<file path="config.mk">
export PLATFORM = sky130hd
export DESIGN_NAME = sio_cfg_window
export DESIGN_NICKNAME = d
export VERILOG_FILES = /design/src/rtl/sio_cfg_pkg.sv /design/src/rtl/sio_cfg_enable.sv /design/src/rtl/sio_cfg_decode.sv /design/src/rtl/sio_cfg_index.sv /design/src/rtl/sio_cfg_file.sv /design/src/rtl/sio_cfg_window.sv
export SDC_FILE = /design/constraint.sdc
export NUM_CORES = 1
export LEC_CHECK = 0
export BUFFER_PORTS_ARGS = -buffer_cell sky130_fd_sc_hd__buf_4
export CAP_MARGIN = 10
export CORE_MARGIN = 8
export CORE_UTILIZATION = 60
export CTS_CLUSTER_SIZE = 16
export DETAILED_ROUTE_END_ITERATION = 6
export GPL_TIMING_DRIVEN = 0
export PLACE_DENSITY_LB_ADDON = 0.25
export SLEW_MARGIN = 10
export SYNTH_ARGS = -nofsm -noshare
export SYNTH_HDL_FRONTEND = slang
export SYNTH_SLANG_ARGS = --single-unit
</file>
<file path="constraint.sdc">
create_clock -name clk -period 2.79 [get_ports clk]
set_clock_uncertainty 0.1 [all_clocks]
set_input_delay 0.1395 -clock clk [delete_from_list [all_inputs] [get_ports clk]]
set_output_delay 0.1395 -clock clk [all_outputs]
set_load 0.1 [all_outputs]
</file>
<file path="src/rtl/sio_cfg_pkg.sv">
`timescale 1ns/1ps
package sio_cfg_pkg;

  localparam int unsigned CFG_DW  = 8;
  localparam int unsigned CFG_IW  = 8;
  localparam int unsigned CFG_NUM = 1 << CFG_IW;

  typedef logic [CFG_DW-1:0] cfg_byte_t;
  typedef logic [CFG_IW-1:0] cfg_idx_t;

  // Entries that never accept a data-port write.
  function automatic bit cfg_is_locked(input cfg_idx_t idx);
    return idx inside {[8'h00:8'hDF], 8'hE4, 8'hE5, [8'hE9:8'hED],
                       8'hF3, 8'hF5, 8'hF7, [8'hF9:8'hFB], [8'hFD:8'hFF]};
  endfunction

  // Entries that accept only one specific byte.
  function automatic bit cfg_is_keyed(input cfg_idx_t idx);
    return (idx == 8'hE7) || (idx == 8'hE8);
  endfunction

  function automatic cfg_byte_t cfg_key(input cfg_idx_t idx);
    case (idx)
      8'hE7:   return 8'hFE;
      8'hE8:   return 8'hBE;
      default: return 8'h00;
    endcase
  endfunction

  function automatic cfg_byte_t cfg_rst_val(input cfg_idx_t idx);
    case (idx)
      8'hE0:   return 8'h3C;
      8'hE2:   return 8'h03;
      8'hE3:   return 8'hFC;
      8'hE6:   return 8'hDE;
      8'hE7:   return 8'hFE;
      8'hE8:   return 8'hBE;
      default: return 8'h00;
    endcase
  endfunction

endpackage

</file>
<file path="src/rtl/sio_cfg_enable.sv">
`timescale 1ns/1ps
module sio_cfg_enable #(
  parameter int unsigned         OFF_W   = 8,
  parameter logic [OFF_W-1:0]    CTL_OFF = 8'h85,
  parameter int unsigned         CTL_BIT = 1
) (
  input  logic             clk,
  input  logic             rst_n,
  input  logic             brg_wr,
  input  logic [OFF_W-1:0] brg_off,
  input  logic [7:0]       brg_wdata,
  output logic             win_en
);

  logic en_q;
  logic en_d;
  logic en_load;

  always_comb begin
    en_load = brg_wr && (brg_off == CTL_OFF);
    en_d    = en_load ? brg_wdata[CTL_BIT] : en_q;
  end

  always_ff @(posedge clk or negedge rst_n) begin
    if (!rst_n) begin
      en_q <= 1'b0;
    end else if (en_load) begin
      en_q <= en_d;
    end
  end

  assign win_en = en_q;

  AST_EN_LOAD: assert property (@(posedge clk) disable iff (!rst_n)
    (brg_wr && brg_off == CTL_OFF) |=> (win_en == $past(brg_wdata[CTL_BIT])));
  AST_EN_HOLD: assert property (@(posedge clk) disable iff (!rst_n)
    !(brg_wr && brg_off == CTL_OFF) |=> $stable(win_en));

endmodule

</file>
<file path="src/rtl/sio_cfg_decode.sv">
`timescale 1ns/1ps
module sio_cfg_decode #(
  parameter int unsigned          AW   = 16,
  parameter logic [AW-1:0]        BASE = 16'h03F0
) (
  input  logic          win_en,
  input  logic [AW-1:0] io_addr,
  input  logic          io_wr,
  input  logic          io_rd,
  output logic          idx_wr,
  output logic          dat_wr,
  output logic          rd_hit
);

  localparam logic [AW-1:0] DATA_ADDR = BASE + AW'(1);

  logic at_idx;
  logic at_dat;

  always_comb begin
    at_idx = (io_addr == BASE);
    at_dat = (io_addr == DATA_ADDR);
    idx_wr = win_en && io_wr && at_idx;
    dat_wr = win_en && io_wr && at_dat;
    rd_hit = win_en && io_rd && (at_idx || at_dat);
  end

endmodule

</file>
<file path="src/rtl/sio_cfg_index.sv">
`timescale 1ns/1ps
module sio_cfg_index
  import sio_cfg_pkg::*;
(
  input  logic      clk,
  input  logic      rst_n,
  input  logic      win_en,
  input  logic      idx_wr,
  input  cfg_byte_t wdata,
  output cfg_idx_t  idx
);

  cfg_idx_t idx_q;
  cfg_idx_t idx_d;

  always_comb begin
    idx_d = idx_wr ? cfg_idx_t'(wdata) : idx_q;
  end

  always_ff @(posedge clk or negedge rst_n) begin
    if (!rst_n) begin
      idx_q <= '0;
    end else if (idx_wr) begin
      idx_q <= idx_d;
    end
  end

  assign idx = idx_q;

  AST_IDX_FROZEN: assert property (@(posedge clk) disable iff (!rst_n)
    !win_en |=> $stable(idx));
  AST_IDX_LOAD: assert property (@(posedge clk) disable iff (!rst_n)
    idx_wr |=> (idx == $past(wdata)));

endmodule

</file>
<file path="src/rtl/sio_cfg_file.sv">
`timescale 1ns/1ps
module sio_cfg_file
  import sio_cfg_pkg::*;
(
  input  logic      clk,
  input  logic      rst_n,
  input  logic      wr_en,
  input  cfg_idx_t  wr_idx,
  input  cfg_byte_t wr_data,
  input  cfg_idx_t  rd_idx,
  output cfg_byte_t rd_data
);

  cfg_byte_t ent [CFG_NUM];

  for (genvar g = 0; g < CFG_NUM; g++) begin : g_ent
    localparam cfg_idx_t  IDX    = cfg_idx_t'(g);
    localparam bit        LOCKED = cfg_is_locked(IDX);
    localparam bit        KEYED  = cfg_is_keyed(IDX);
    localparam cfg_byte_t KEY    = cfg_key(IDX);
    localparam cfg_byte_t RSTV   = cfg_rst_val(IDX);

    if (LOCKED) begin : g_const
      assign ent[g] = RSTV;
    end else begin : g_reg
      cfg_byte_t q;
      cfg_byte_t d;
      logic      we;

      always_comb begin
        we = wr_en && (wr_idx == IDX);
        if (KEYED) begin
          we = we && (wr_data == KEY);
        end
        d = we ? wr_data : q;
      end

      always_ff @(posedge clk or negedge rst_n) begin
        if (!rst_n) begin
          q <= RSTV;
        end else if (we) begin
          q <= d;
        end
      end

      assign ent[g] = q;
    end
  end

  assign rd_data = ent[rd_idx];

  cfg_byte_t ent_e7;
  cfg_byte_t ent_e8;
  assign ent_e7 = ent[8'hE7];
  assign ent_e8 = ent[8'hE8];

  AST_E7_KEY: assert property (@(posedge clk) disable iff (!rst_n)
    (wr_en && wr_idx == 8'hE7 && wr_data != 8'hFE) |=> $stable(ent_e7));
  AST_E8_KEY: assert property (@(posedge clk) disable iff (!rst_n)
    (wr_en && wr_idx == 8'hE8 && wr_data != 8'hBE) |=> $stable(ent_e8));
  AST_E0_STORE: assert property (@(posedge clk) disable iff (!rst_n)
    (wr_en && wr_idx == 8'hE0) |=> (ent[8'hE0] == $past(wr_data)));

endmodule

</file>
<file path="src/rtl/sio_cfg_window.sv">
`timescale 1ns/1ps
module sio_cfg_window
  import sio_cfg_pkg::*;
#(
  parameter int unsigned          AW      = 16,
  parameter logic [AW-1:0]        BASE    = 16'h03F0,
  parameter int unsigned          OFF_W   = 8,
  parameter logic [OFF_W-1:0]     CTL_OFF = 8'h85,
  parameter int unsigned          CTL_BIT = 1
) (
  input  logic             clk,
  input  logic             rst_n,
  input  logic [AW-1:0]    io_addr,
  input  logic             io_wr,
  input  logic             io_rd,
  input  logic [7:0]       io_wdata,
  output logic [7:0]       io_rdata,
  output logic             io_claim,
  input  logic             brg_wr,
  input  logic [OFF_W-1:0] brg_off,
  input  logic [7:0]       brg_wdata
);

  logic      win_en;
  logic      idx_wr;
  logic      dat_wr;
  logic      rd_hit;
  cfg_idx_t  cur_idx;
  cfg_byte_t file_rd;

  sio_cfg_enable #(
    .OFF_W   (OFF_W),
    .CTL_OFF (CTL_OFF),
    .CTL_BIT (CTL_BIT)
  ) i_enable (
    .clk       (clk),
    .rst_n     (rst_n),
    .brg_wr    (brg_wr),
    .brg_off   (brg_off),
    .brg_wdata (brg_wdata),
    .win_en    (win_en)
  );

  sio_cfg_decode #(
    .AW   (AW),
    .BASE (BASE)
  ) i_decode (
    .win_en  (win_en),
    .io_addr (io_addr),
    .io_wr   (io_wr),
    .io_rd   (io_rd),
    .idx_wr  (idx_wr),
    .dat_wr  (dat_wr),
    .rd_hit  (rd_hit)
  );

  sio_cfg_index i_index (
    .clk    (clk),
    .rst_n  (rst_n),
    .win_en (win_en),
    .idx_wr (idx_wr),
    .wdata  (io_wdata),
    .idx    (cur_idx)
  );

  sio_cfg_file i_file (
    .clk     (clk),
    .rst_n   (rst_n),
    .wr_en   (dat_wr),
    .wr_idx  (cur_idx),
    .wr_data (io_wdata),
    .rd_idx  (cur_idx),
    .rd_data (file_rd)
  );

  always_comb begin
    io_claim = rd_hit;
    io_rdata = rd_hit ? file_rd : 8'h00;
  end

  AST_CLAIM_GATED: assert property (@(posedge clk) disable iff (!rst_n)
    io_claim |-> (win_en && io_rd));
  AST_CLAIM_ADDR: assert property (@(posedge clk) disable iff (!rst_n)
    io_claim |-> (io_addr == BASE || io_addr == BASE + AW'(1)));
  AST_IDLE_ZERO: assert property (@(posedge clk) disable iff (!rst_n)
    !io_claim |-> (io_rdata == 8'h00));
  AST_REGS_FROZEN: assert property (@(posedge clk) disable iff (!rst_n)
    (!win_en && io_rd && io_addr == BASE + AW'(1)) |-> !io_claim);

endmodule

</file>
==> results of run 1 <==
[metrics by stage]
step / instances / setup slack (ns) / TNS, ns
2_1_floorplan: 494 / -0.171 / -0.614
3_5_place_dp: 682 / -0.484 / -2.03
6_report: 746 / -0.0743 / -0.0743
4_1_cts: 739 / -0.0360 / -0.0644
3_3_place_gp: 680 / -0.669 / -1.99
5_1_grt: 746 / -0.133 / -0.386
[power by group through the flow]
stage	sequential (uW)	clock (uW)	combinational, uW
global placement	2030	0	124
global route	1990	2260	164
CTS	1990	2180	148
floorplan	2030	0	23.7
finish	1990	2160	147
detailed placement	2030	0	134
[worst min-delay path by stage]
stage / startpoint / to
floorplan: rst_n / i_enable.win_en
global placement: brg_wdata[1] / i_enable.win_en
detailed placement: rst_n / i_file.ent_e8[6]
CTS: rst_n / i_file.g_ent[240].g_reg.q[5]
global route: rst_n / i_file.g_ent[240].g_reg.q[5]
finish: rst_n / i_file.g_ent[240].g_reg.q[5]
[worst max-delay path, delay by kind of cell (launching register included)]
kind / cells / cell delay, ns
DFF: 1 / 0.40
buffers and inverters: 4 / 0.74
AOI/OAI and AO/OA: 3 / 0.76
and+or+nand+nor: 1 / 0.18
[state kept, by name, summed over array words and instances (netlist names)]
name	cells
i_file.ent_e8	8
i_file.g_ent.g_reg.q	112
i_index.idx	8
i_file.ent_e7	8
i_enable.win_en	1
[cells in the mapped netlist (all sizes together) (4+ instances only)]
| cell | number | share of area (%) |
|---|---|---|
| and3 | 7 | 0.66 |
| o21ai | 4 | 0.30 |
| buf | 13 | 0.87 |
| nor3 | 9 | 0.76 |
| nand2 | 7 | 0.40 |
| nand2b | 15 | 1.4 |
| nor2 | 13 | 0.74 |
| o221ai | 4 | 0.53 |
| nand4 | 9 | 1.2 |
| and4 | 4 | 0.53 |
| nor4 | 9 | 1.4 |
| a211oi | 12 | 1.4 |
| nand3 | 11 | 0.83 |
| mux2 | 121 | 21 |
| clkbuf | 23 | 1.3 |
| inv | 4 | 0.23 |
| mux2i | 31 | 4.7 |
| nor2b | 4 | 0.38 |
| mux4 | 11 | 3.8 |
| dfstp | 31 | 12 |
| o22ai | 7 | 0.66 |
| a2111oi | 5 | 0.66 |
| and2 | 6 | 0.57 |
| nand3b | 5 | 0.57 |
| dfrtp | 106 | 40 |
[what timing repair did]
item | in CTS | in global routing
setup endpoints to repair | 21 | 16
setup buffers | 17 | 8
resized for setup | 66 | 23
hold buffers | 11 | 0
hold endpoints to repair | 166 | 0
pin swaps | 10 | 9
[cells by family after synthesis]
family	count (synthesis)
flip-flops	137
AO/OA/AOI/OAI	39
AND/OR/NAND/NOR	115
buffers and inverters	40
multiplexers	163
[final cells by class]
cell class | instances | area share [%]
flip-flops and latches | 137 | 40.5
multi-input cells | 317 | 39.1
repair buffers | 83 | 8.86
clock buffers | 22 | 5.29
plain buffers | 33 | 2.57
well taps | 140 | 2.05
clock inverters | 10 | 1.40
inverters | 4 | 0.176
[layer usage]
metal	wire length, um	vias to the layer above	global-route usage (%)
met5	0	-	0
met4	773	0	15.5
met3	1850	56	8.53
met2	8630	294	40.6
met1	7200	2467	32.8
li1	-	2054	-
[layout by cell type, fill, tap and decap left out, types with 7 or more instances in the layout]
cell type,Yosys,final
nor2_1,13,10
buf_6,0,13
nand2b_1,15,15
mux2i_1,31,30
dfrtp_1,106,105
a211oi_2,0,7
nand3_1,11,10
mux2_2,121,121
nand2_1,7,7
dfstp_2,31,31
clkbuf_1,23,15
clkbuf_16,0,16
mux4_2,11,11
buf_4,0,60
and3_1,7,7
dlygate4sd3_1,0,11
==> metrics.txt, run 1 <==
Worst R2R End=i_file.g_ent[248].g_reg.q[1]; core area=0.0108 mm^2; Worst setup EP type=output port; die height=121 um; most used cell, CP=buf_6; global placement routability congestion=0.945; routed wire length=18.5 mm; # port buffers=46; ys async rst share=100%; Max FO, Critical Path=9; initial antenna violation count=0; Antenna Violating Nets Remaining=0; # setup viols final=1; Sw Ratio=21.8%; design area=0.00855 mm^2; CTS clk-pin slew, worst paths=0.06 ns; row cnt=38; Worst Setup SP=i_index.idx[0]; reg-to-reg slack, setup=0.03 ns; Layout Nets=638; Synth Area in Simple Gates=11.6%; drt via density=6.53; Clk pwr share=50.3%; H-tree depth=4; DRC viols=0; fill count=593; Final Hold Fails=0; Storage cell area=0.00347 mm^2; count of state elements after synthesis=137; I/O pin cnt=54; area post-placement=0.00733 mm^2; WL per Instance=24.7 um; startpoint types=register; die area=0.0146 mm^2; HPWL after DPL=11.9 mm; CTS sink cnt=137; internal power=3370 uW; grt ovf=0; Final Power=4300 uW; slowest CP cell=dfrtp_1; buffer levels on the longest clock path=2; highest clock rate=0.349 GHz; fin. max-slew vios=0; worst vdd ir=0.610 mV; min Tclk post-route=2.86 ns; Skew-Pair Late Insertion Delay=0.54 ns; Initial Util=61.1%; Crit path arrival time=2.62 ns; Netlist Area Pre-Place=0.00660 mm^2; area of the multi-input gates=0.00334 mm^2; Cell variety after synth=43; crit path cell chain=buf_6 > buf_12 > nand3b_1 > buf_6 > o22ai_4 > o31ai_4 > a2111oi_4 > buf_6; Initial DRT Pass Iterations=5; Root Buffer=clkbuf_8; violated checks=setup timing; proportion of synthesized area in mux cells=29.1%; largest net degree at the start of global routing=93; first-pass GRT wire length=29.3 mm; synthesis-to-finish area growth=29.7%; run status=finished with violations; post-synthesis sequential area ratio=52.6%; Psw=936 uW; CTS Buf Count=17; Tightest Hold Check Type=in2async; Power Dens Cells=503 mW/mm^2; Layout Utilization=79.3%; Synth Warn #=0; sequential share of power=46.3%; via count=4,871; data required time at the worst endpoint=2.55 ns; WHS=0.00461 ns; post-synthesis compound-gate area fraction=4.34%; Mapped Nets=539; setup ws final=-0.0743 ns; die width=121 um; vias in the first global route=5,212; Slew @ Worst Pin=1.09 ns; RSZ-0062 raised after global routing=true; LEAKAGE=0.00383 uW; number of synthesized flops with an enable pin=0; Primary FF master, synth=dfrtp_1; CP peak stage delay=0.40 ns; Synth Instances=494; Global Route Usage Sum=26.7%; Relative slew margins=26.8%; CP Class=reg2out; initial drt markers=371; share of cells above drive strength 1=55.6%; Comb pwr share=3.4%; fin crit share=103%; maxcap violations=0; Avg Inst Size Synth=13.4 um^2; Worst Setup EP=io_rdata[6]; RR Startpoint=i_index.idx[1]; diodes inserted=0; reg2reg path depth=4; area share of fa/ha/maj cells after synthesis=0%; largest family of logic cells by synthesized area=multiplexers; XOR/XNOR Fraction of Synth Area=0%; TritonCTS clock tree=built
Power figures use the tool's default switching activity.
==> inputs of run 2 (changes only) <==
GPL_TIMING_DRIVEN = not set   (was 0)
==> run 2 against run 1 <==
Net effect:
- the run still ends with setup timing left
- critical path depth shrank 2
- sequential power is essentially flat
- routed wire length shrank 11%
- die area is the same
- combinational power is essentially flat
- clock power grew 8%
- fmax grew 1.4%
- setup slack gained 0.039 ns
- utilization shrank 1.8 points
- worst hold slack gained 0.15 ns
- largest power group unchanged
==> metrics.txt, run 2 (synthesis gave the netlist of run 1 again) <==
Slew @ Worst Pin=0.830 ns; largest net degree at the start of global routing=68; fin. max-slew vios=0; Final Hold Fails=0; CP Class=reg2out; CTS sink cnt=137; H-tree depth=4; pre-CTS setup slack=0.257 ns; Max FO, Critical Path=7; Worst setup EP type=output port; HPWL after DPL=10.8 mm; RSZ-0062 raised after global routing=true; data required time at the worst endpoint=2.55 ns; die width=121 um; violated checks=setup timing; run status=finished with violations; worst vdd ir=0.484 mV; initial antenna violation count=0; initial drt markers=335; reg-to-reg slack, setup=0.34 ns; Reg with most FFs=i_file.g_ent.g_reg.q; startpoint types=register; I/O pin cnt=54; Layout Nets=623; LEAKAGE=0.00377 uW; via count=4,553; buffer levels on the longest clock path=2; drt via density=6.23; Skew-Pair Late Insertion Delay=0.54 ns; die area=0.0146 mm^2; vias in the first global route=4,694; Initial Util=61.1%; global placement routability congestion=0.859; Crit path arrival time=2.59 ns; row cnt=38; commonest non-fill, non-tap cell in the layout=mux2_2; commonest cells after routing, fill and taps aside=121 x mux2_2, 103 x dfrtp_1, 78 x buf_4; Worst Setup EP=io_rdata[6]; reg2reg path depth=6; share of cells above drive strength 1=54.7%; DRC viols=0; maxcap violations=0; RR Startpoint=i_index.idx[1]; die height=121 um; Relative slew margins=44.7%; core area=0.0108 mm^2; diodes inserted=0; synthesis-to-finish area growth=26.8%; TritonCTS clock tree=built; Worst Setup SP=i_index.idx[0]; first-pass GRT wire length=25.7 mm; Power Dens Cells=535 mW/mm^2; Root Buffer=clkbuf_8; Antenna Violating Nets Remaining=0; max reg flops=112; highest clock rate=0.354 GHz; CTS Buf Count=17; Initial DRT Pass Iterations=4; fin crit share=101%; routed wire length=16.5 mm; min Tclk post-route=2.83 ns; # setup viols final=2; setup ws final=-0.0357 ns; Global Route Usage Sum=23.2%; CTS clk-pin slew, worst paths=0.06 ns; setup tns final=-0.0708 ns; # port buffers=46; Worst R2R End=i_file.ent_e8[7]; WL per Instance=22.5 um; grt ovf=0; Tightest Hold Check Type=in2async
-- run 2: cell types whose count changed in the layout (fill, tap and decap cells not counted), sizes merged --
cell      change
bufinv        +2
clkinvlp      -5
clkinv        +1
buf           +2
clkbuf       -15
-- run 2: repair_timing --
item	in CTS	in global routing
setup buffers	2	4
hold endpoints to repair	158	0
resized for setup	18	25
pin swaps	0	5
endpoints found under the setup margin	8	8
hold buffers	11	0
-- run 2: power by group --
part / internal [uW] / total, uW / switching (uW)
Combinational: 53.9 / 145 / 91.2
Sequential: 1990 / 1990 / 0.893
Clock: 1520 / 2330 / 813
Total: 3570 / 4470 / 905
-- run 2: routing by layer --
layer | track usage [%] | share of wire (%)
met1 | 30.8 | 43
met2 | 35.6 | 48
met3 | 6.29 | 7.1
met4 | 9.29 | 2.3
met5 | 0 | 0
-- run 2: worst max-delay path, cell delays in order (launching register included) --
cell       delay [ns]
dfrtp_2          0.47
or3b_4           0.40
buf_6            0.14
o221ai_4         0.23
o31ai_4          0.12
a2111oi_4        0.41
buf_6            0.28
-- run 2: area by class of cell --
cell class                 instances  area (um^2)
clock buffer                      24          470
clock inverter                     8          144
fill                             610         2430
inverter                           4         15.0
multi-input combinational        317         3210
sequential                       137         3470
tap                              140          175
timing repair buffer             101          875
-- run 2: through the flow --
step                      cell area (um^2)  hold WS (ns)  total power [uW]  cells  util [%]
after global placement                7420         0.167              2150    682      68.7
after CTS                             8220         0.145              4500    727      76.2
after floorplan                       6770        -0.256              2050    494         -
final                                 8360         0.151              4470    731      77.5
after detailed placement              7420         0.188              2160    682      68.7
after global routing                  8360         0.164              4590    731      77.5
-- run 2: how the worst min path moves through the flow --
| stage | slack (ns) | endpoint | cells past startpoint | startpoint |
|---|---|---|---|---|
| 2_1_floorplan | -0.26 | i_enable.win_en | 0 | rst_n |
| 3_3_place_gp | 0.17 | i_file.g_ent[239].g_reg.q[2] | 1 | rst_n |
| 3_5_place_dp | 0.19 | i_file.g_ent[238].g_reg.q[2] | 1 | rst_n |
| 4_1_cts | 0.14 | i_index.idx[0] | 5 | io_addr[0] |
| 5_1_grt | 0.16 | i_index.idx[6] | 5 | io_addr[0] |
| 6_report | 0.15 | i_file.g_ent[238].g_reg.q[2] | 2 | rst_n |
==> inputs of run 3 (changes only) <==
CORE_UTILIZATION = 50   (was 60)
==> run 3 against run 2 <==
Net effect:
- the run now ends clean
- utilization down 15 points
- critical path depth increased by 3
- setup slack improved by 0.048 ns
- routed wire length rose by 0.39%
- fmax increased by 1.7%
- global-route usage shrank 2.3 points
- register-to-register slack got worse by 0.13 ns
- highest routed layer unchanged
- worst hold slack worse by 0.13 ns
- via count down 1.5%
- die area grew 17%
==> metrics.txt, run 3 (synthesis gave the netlist of run 1 again) <==
run status=completed; commonest cells after routing, fill and taps aside=121 x mux2_2, 102 x dfrtp_1, 73 x buf_4; synthesis-to-finish area growth=24.5%; CTS sink cnt=137; largest net degree at the start of global routing=61; reg-to-reg slack, setup=0.21 ns; drt via density=5.95; startpoint types=register; initial antenna violation count=0; share of cells above drive strength 1=54.7%; diodes inserted=0; Tightest Hold Check Type=in2reg; Max FO, Critical Path=12; core area=0.0131 mm^2; Layout Utilization=62.7%; global placement routability congestion=0.826; HPWL after DPL=11.1 mm; CTS clk-pin slew, worst paths=0.05 ns; Slew @ Worst Pin=0.707 ns; CP bufs+invs=5; Relative slew margins=52.6%; first-pass GRT wire length=26.5 mm; worst vdd ir=0.366 mV; pre-CTS setup slack=0.189 ns; Worst Setup EP=io_rdata[4]; Antenna Violating Nets Remaining=0; die area=0.0171 mm^2; CP Class=reg2out; CTS Buf Count=17; Layout Cells excl Fill=754; Worst Setup SP=i_index.idx[3]; Skew-Pair Late Insertion Delay=0.42 ns; reg2reg path depth=6; max reg flops=112; die width=131 um; data required time at the worst endpoint=2.55 ns; Initial Util=50.4%; # port buffers=46; min Tclk post-route=2.78 ns; highest clock rate=0.360 GHz; Global Route Usage Sum=20.9%; setup ws final=0.0127 ns; Worst path depth=9; Reg with most FFs=i_file.g_ent.g_reg.q; design area=0.00821 mm^2; slowest CP cell=dfrtp_2; grt ovf=0; # setup viols final=0; Crit path arrival time=2.54 ns; WL per Instance=21.9 um; fin. max-slew vios=0; RR Startpoint=i_index.idx[0]; H-tree depth=4; CP peak stage delay=0.41 ns; commonest non-fill, non-tap cell in the layout=mux2_2; delay-heaviest family, CP=buffers and inverters; DRC viols=0; Power Dens Cells=512 mW/mm^2; routed wire length=16.5 mm; initial drt markers=358; Root Buffer=clkbuf_16; buffer levels on the longest clock path=2; vias in the first global route=4,712; RSZ-0062 raised after global routing=true; LEAKAGE=0.00368 uW; TritonCTS clock tree=built; maxcap violations=0; Final Hold Fails=0; Inst Count DP=714; Layout Nets=610; Worst R2R End=i_file.ent_e8[5]; die height=131 um; setup tns final=0 ns; crit path cell chain=buf_4 > buf_6 > buf_6 > mux2i_1 > nor2_1 > a2111oi_2 > buf_4 > a211oi_4 > buf_12; fill count=987; via count=4,485; Worst setup EP type=output port; area post-placement=0.00744 mm^2; fin crit share=99.5%; Initial DRT Pass Iterations=4; row cnt=42; I/O pin cnt=54
==> run 3: cell count changes in the layout (fill, tap and decap cells not counted), sizes merged <==
cell / previous run / this run
bufinv: 4 / 0
clkbuf: 24 / 31
buf: 90 / 85
dlygate4sd3: 11 / 3
clkinv: 4 / 1
==> run 3: layer usage <==
| metal | part of all wire [%] | vias to the layer above | track usage [%] |
|---|---|---|---|
| met5 | 0 | - | 0 |
| met4 | 2.3 | 0 | 9.99 |
| met3 | 5.3 | 31 | 4.38 |
| met2 | 48 | 129 | 32.9 |
| met1 | 44 | 2337 | 27.1 |
| li1 | - | 1988 | - |
==> run 3: worst min path at each step <==
stage,startpoint,cells past startpoint,endpoint
2_1_floorplan,rst_n,0,i_enable.win_en
3_3_place_gp,rst_n,1,i_file.g_ent[239].g_reg.q[5]
3_5_place_dp,rst_n,1,i_file.g_ent[230].g_reg.q[5]
4_1_cts,io_wdata[0],2,i_file.g_ent[225].g_reg.q[0]
5_1_grt,io_wdata[7],2,i_file.g_ent[240].g_reg.q[7]
6_report,io_wdata[0],2,i_file.g_ent[240].g_reg.q[0]
==> run 3: per-stage QoR <==
step / hold WS, ns / total power [uW]
6_report: 0.0227 / 4200
3_5_place_dp: 0.0544 / 2160
2_1_floorplan: -0.256 / 2050
4_1_cts: 0.00354 / 4240
5_1_grt: 0.0268 / 4340
3_3_place_gp: 0.0486 / 2160
==> run 3: layout make-up <==
| cell class | count | area, um^2 | area share (%) |
|---|---|---|---|
| repair buffers | 88 | 731 | 8.90 |
| flip-flops and latches | 137 | 3470 | 42.3 |
| clock inverters | 1 | 5.00 | 0.0610 |
| inverters | 4 | 15.0 | 0.183 |
| well taps | 176 | 220 | 2.68 |
| clock buffers | 31 | 548 | 6.68 |
| multi-input cells | 317 | 3220 | 39.2 |
==> run 3: report_power, final <==
| group | switching, uW | leakage (uW) | total (uW) | internal [uW] |
|---|---|---|---|---|
| registers | 0.914 | 0.00179 | 1990 | 1990 |
| logic | 89.2 | 0.00161 | 136 | 46.6 |
| clock network | 773 | 0.000272 | 2070 | 1300 |
| total | 863 | 0.00368 | 4200 | 3340 |
==> run 3: timing repair <==
action                                  CTS  global route
pin swaps                                 3             2
resized for setup                        30             7
endpoints found under the hold margin    59             0
endpoints found under the setup margin    8             6
hold buffers                              3             0
buffers inserted                          4             1
==> run 3: worst reg2reg max path, delay by kind of cell (launching register included) <==
| kind | cells | cell delay (ns) |
|---|---|---|
| buf+inv | 2 | 0.47 |
| flops | 1 | 0.47 |
| simple gates | 4 | 1.50 |
